**src/rtl/brk_pkg.sv**
```systemverilog
package brk_pkg;
    localparam int REG_W  = 16;
    localparam int LIVE_W = 8;
    localparam int FLD_W  = 2;

    typedef enum logic {CH_OFF, CH_ARMED} ch_state_e;

    typedef struct packed {
        logic [FLD_W-1:0] master;
        logic [FLD_W-1:0] kind;
        logic [FLD_W-1:0] dir;
        logic [FLD_W-1:0] size;
    } cond_t;

    localparam logic [FLD_W-1:0] FLD_NONE = '0;
endpackage

```
**src/rtl/brk_cond_reg.sv**
```systemverilog
module brk_cond_reg
    import brk_pkg::*;
#(
    parameter int RW = REG_W,
    parameter int LW = LIVE_W
) (
    input  logic          clk,
    input  logic          rst_n,
    input  logic          wr_en,
    input  logic [LW-1:0] wdata_live,
    output cond_t         cond,
    output logic [RW-1:0] rdata
);
    localparam int RSV_W = RW - LW;

    logic [LW-1:0] live_q;

    always_ff @(posedge clk or negedge rst_n) begin
        if (!rst_n)
            live_q <= '0;
        else if (wr_en)
            live_q <= wdata_live;
    end

    assign cond  = cond_t'(live_q);
    assign rdata = {{RSV_W{1'b0}}, live_q};
endmodule

```
**src/rtl/brk_field_cmp.sv**
```systemverilog
module brk_field_cmp
    import brk_pkg::*;
(
    input  cond_t            cond,
    input  logic             cyc_dma,
    input  logic             cyc_fetch,
    input  logic             cyc_write,
    input  logic [FLD_W-1:0] cyc_size,
    output logic             all_ok
);
    logic ok_master, ok_kind, ok_dir, ok_size;

    always_comb begin
        unique case (cond.master)
            2'b00:        ok_master = 1'b1;
            2'b01:        ok_master = !cyc_dma;
            default:      ok_master = cyc_dma;
        endcase

        unique case (cond.kind)
            2'b00:        ok_kind = 1'b1;
            2'b01:        ok_kind = cyc_fetch;
            2'b10:        ok_kind = !cyc_fetch;
            default:      ok_kind = 1'b1;
        endcase

        unique case (cond.dir)
            2'b00:        ok_dir = 1'b1;
            2'b01:        ok_dir = !cyc_write;
            default:      ok_dir = cyc_write;
        endcase

        if (cond.size == FLD_NONE)
            ok_size = 1'b1;
        else
            ok_size = (cyc_size == cond.size);

        all_ok = ok_master && ok_kind && ok_dir && ok_size;
    end
endmodule

```
**src/rtl/brk_match.sv**
```systemverilog
module brk_match
    import brk_pkg::*;
(
    input  logic             clk,
    input  logic             rst_n,
    input  logic             reg_wr_en,
    input  logic [REG_W-1:0] reg_wdata,
    output logic [REG_W-1:0] reg_rdata,
    input  logic             cyc_valid,
    input  logic             cyc_dma,
    input  logic             cyc_fetch,
    input  logic             cyc_write,
    input  logic [FLD_W-1:0] cyc_size,
    output logic             brk_hit
);
    cond_t     cond;
    logic      fields_ok;
    ch_state_e state_q, state_d;
    logic      hit_q;
    logic      unused_rsv;

    assign unused_rsv = ^reg_wdata[REG_W-1:LIVE_W];

    brk_cond_reg #(.RW(REG_W), .LW(LIVE_W)) u_reg (
        .clk        (clk),
        .rst_n      (rst_n),
        .wr_en      (reg_wr_en),
        .wdata_live (reg_wdata[LIVE_W-1:0]),
        .cond       (cond),
        .rdata      (reg_rdata)
    );

    brk_field_cmp u_cmp (
        .cond      (cond),
        .cyc_dma   (cyc_dma),
        .cyc_fetch (cyc_fetch),
        .cyc_write (cyc_write),
        .cyc_size  (cyc_size),
        .all_ok    (fields_ok)
    );

    // next-state: ARM / DISARM on writes, HOLD otherwise
    always_comb begin
        state_d = state_q;
        if (reg_wr_en)
            state_d = (reg_wdata[LIVE_W-1:0] != '0) ? CH_ARMED : CH_OFF;
    end

    always_ff @(posedge clk or negedge rst_n) begin
        if (!rst_n)
            state_q <= CH_OFF;
        else
            state_q <= state_d;
    end

    // output process: compare against the register as held before any write
    always_ff @(posedge clk or negedge rst_n) begin
        if (!rst_n) begin
            hit_q <= 1'b0;
        end else begin
            unique case (state_q)
                CH_OFF:   hit_q <= 1'b0;
                CH_ARMED: hit_q <= cyc_valid && fields_ok;
                default:  hit_q <= 1'b0;
            endcase
        end
    end

    assign brk_hit = hit_q;
endmodule

```
**config.mk**
```make
export PLATFORM = sky130hd
export DESIGN_NAME = brk_match
export DESIGN_NICKNAME = d
export VERILOG_FILES = /design/src/rtl/brk_pkg.sv /design/src/rtl/brk_cond_reg.sv /design/src/rtl/brk_field_cmp.sv /design/src/rtl/brk_match.sv
export SDC_FILE = /design/constraint.sdc
export NUM_CORES = 1
export LEC_CHECK = 0
export BUFFER_PORTS_ARGS = -buffer_cell sky130_fd_sc_hd__buf_4
export CAP_MARGIN = 20
export CORE_MARGIN = 4
export CORE_UTILIZATION = 30
export DETAILED_ROUTE_END_ITERATION = 10
export PLACE_DENSITY = 0.63
export SLEW_MARGIN = 20
export SYNTH_ARGS = -nofsm -noshare
export SYNTH_HDL_FRONTEND = slang
export SYNTH_SLANG_ARGS = --single-unit
```
**constraint.sdc**
```tcl
create_clock -name clk -period 1.17 [get_ports clk]
set_input_delay 0.117 -clock clk [delete_from_list [all_inputs] [get_ports clk]]
set_output_delay 0.117 -clock clk [all_outputs]
set_load 0.01 [all_outputs]
```
==> impl_metrics.yaml <==
outcome:
  outcome: "finished with violations"
  violations: "negative setup slack"
finish:
  post-route-util: 0.478
  n_antenna_cell: 0
  layout-drive-gt1-share: 0.471
  stdcell_count: 110
  syn2layout_area_growth_pct: 51.3
  nets: 114
synthesis:
  ys_ff_latch: 10
  syn-instance-count: 54
  synth_edf_count: 0
  seq_area_frac_synth: 0.464
  synthArstFlopShare: 1.00
  yosysWarnings: 0
  netlist-cell-type-count: 19
  syn_area_um2: 539
  synth_ff_type: "dfrtp_1"
  avgSynthCellArea_um2: 9.99
pwr:
  pwr-share-clk: 0.263
  seq_power_share: 0.459
  switching_share: 0.272
  p_switching_w: 0.000235
  internal_power_w: 0.000628
  powerDensity_nw_per_um2: 1060
  power.leakage_nw: 0.401
  comb_power_share: 0.278
  ir_drop_uv: 740
global_routing:
  first_global_vias: 495
  grt_antenna_before_repair: 0
  grt_pass1_wl_um: 2120
  grt.total_usage: 0.116
  grt_overflow: 0
  grt_start_max_net_pins: 15
sta:
  hold-worst-slack_ns: 0.0751
  rsz0062_at_grt: "true"
  hold_viol: 0
  finalCritPeriodShare: 1.04
  layout_setup_ws_ns: -0.0506
  skew_ns: 0.000119
  fmax_mhz: 819
  setup_viol: 1
  finalCriticalPeriod_ns: 1.22
  maxSlewViolCount: 0
clock_network:
  clkSinkCount: 10
  clock_path_buffers: 2
  cts_tree: "yes"
  clk_pin_slew_ns: 0.06
  htree_levels: 1
  clkLatencyLatePin_ns: 0.26
  numCtsBuffers: 3
  clockRootBuffer: "clkbuf_4"
worst_setup_path:
  slowest_stage: "dfrtp_1"
  crit_chain: "inv_2 > ha_1 > nor2b_4 > a211oi_2 > a221o_1 > nor3_2"
  cp-end-kind: "flop"
  cp.required_ns: 1.36
  startpoint_type: "flop"
  cp.arrival_ns: 1.41
  criticalPathCategory: "flop to flop"
  slowest_delay_ns: 0.40
  crit_fanout: 2
route:
  drt_iter0_drc: 6
  drcViolationCount: 0
  viasPerCell: 4.34
  wl_per_cell_um: 11.0
  ant_nets: 0
  vias: 477
  firstDrtPassIters: 4
  wl_um: 1210
place:
  dp_cells: 104
  gp_congestion: 0.690
  io_buffers: 25
  hpwl_um: 971
die:
  rows: 15
  fp.dieArea_um2: 2540
  design.core.area_um2: 1710
  io_pins: 42
  start_util: 0.316
  die_w_um: 50.4
  die_h_um: 50.4
flow_run:
  drv_cap: 0
hold_path:
  hold_path_class: "input pin to flop"
[routing by layer]
metal | vias up | track usage | share of wire
met5 | - | 0 | 0
met4 | 0 | 0.126 | 0.061
met3 | 6 | 0.0356 | 0.063
met2 | 19 | 0.178 | 0.48
met1 | 216 | 0.119 | 0.39
li1 | 236 | - | -
[flip-flops by register name (all words and copies together) (netlist names)]
register,flops
state_q,1
u_reg.cond,8
brk_hit,1
[worst max-delay path: cells and delay by family (launching register included)]
family | cells | cell delay [ns]
flops | 1 | 0.40
compound gates | 2 | 0.32
simple gates | 2 | 0.24
fa+ha+maj | 1 | 0.13
buf+inv | 1 | 0.06
[stage by stage]
| stage | worst slack, ns | power [W] | setup TNS (ns) | cell area, um2 |
|---|---|---|---|---|
| floorplan | -0.0377 | 0.000515 | -0.0377 | 573 |
| global placement | -0.0688 | 0.000615 | -0.0688 | 739 |
| detailed placement | -0.0705 | 0.000617 | -0.0705 | 739 |
| CTS | -0.0623 | 0.000873 | -0.0623 | 808 |
| global route | -0.139 | 0.000937 | -0.139 | 816 |
| finish | -0.0506 | 0.000863 | -0.0506 | 816 |
[cell families after synthesis]
| kind of cell | share of synthesized area |
|---|---|
| other | 0.00695 |
| flip-flops | 0.464 |
| buffers and inverters | 0.167 |
| AND/OR/NAND/NOR | 0.107 |
| AO/OA/AOI/OAI | 0.125 |
| adder cells (fa/ha/maj) | 0.0464 |
| multiplexers | 0.0835 |
[cell usage in the layout (no fill, tap or decap), types with 2 or more instances in the layout]
master | synthesis | final
nand3_1 | 2 | 2
buf_6 | 0 | 3
conb_1 | 1 | 8
buf_4 | 9 | 26
inv_1 | 6 | 5
o21ai_1 | 3 | 3
o21ai_0 | 4 | 4
nand2_1 | 4 | 4
clkbuf_4 | 0 | 3
mux2_2 | 3 | 3
dfrtp_1 | 10 | 10
nor4_1 | 2 | 2
[layout make-up]
| class | count | area (um2) |
|---|---|---|
| inverters | 6 | 22.5 |
| fillers | 161 | 892 |
| multi-input cells | 36 | 250 |
| clock buffers | 3 | 22.5 |
| well taps | 25 | 31.3 |
| repair buffers | 30 | 239 |
| flip-flops and latches | 10 | 250 |
[Yosys cell counts, types with 2 or more instances]
cell type	n	area, um2
nand3_1	2	10.0
inv_1	6	22.5
buf_4	9	67.6
nor4_1	2	12.5
nand2_1	4	15.0
mux2_2	3	33.8
ha_1	2	25.0
o21ai_1	3	15.0
o21ai_0	4	20.0
dfrtp_1	10	250
[worst paths after layout]
kind | start | endpoint | slack (ns) | cells after the start
worst max-delay path | u_reg.cond[4] | brk_hit | -0.05 | 6
worst min-delay path | reg_wdata[5] | u_reg.cond[5] | 0.08 | 3
worst max register to register | u_reg.cond[4] | brk_hit | -0.05 | 6
worst min register to register | u_reg.cond[6] | u_reg.cond[6] | 0.54 | 1
max in group asynchronous | rst_n | u_reg.cond[4] | 0.81 | 2
min in group asynchronous | rst_n | u_reg.cond[6] | 0.23 | 2
[repair_timing]
action | CTS | global route
gates resized for setup | 5 | 2
setup endpoints to repair | 1 | 2
hold endpoints to repair | 10 | 0
pin swaps | 1 | 0
hold buffers | 1 | 0
buffers inserted | 2 | 0
[power by group through the flow]
stage          Clock [W]  Combinational (W)  Sequential, W
6_report        0.000227           0.000240       0.000396
4_1_cts         0.000237           0.000239       0.000396
2_1_floorplan          0           0.000101       0.000414
3_3_place_gp           0           0.000213       0.000401
5_1_grt         0.000269           0.000268       0.000400
3_5_place_dp           0           0.000215       0.000402
No activity file was read; power rests on OpenSTA's default activity.
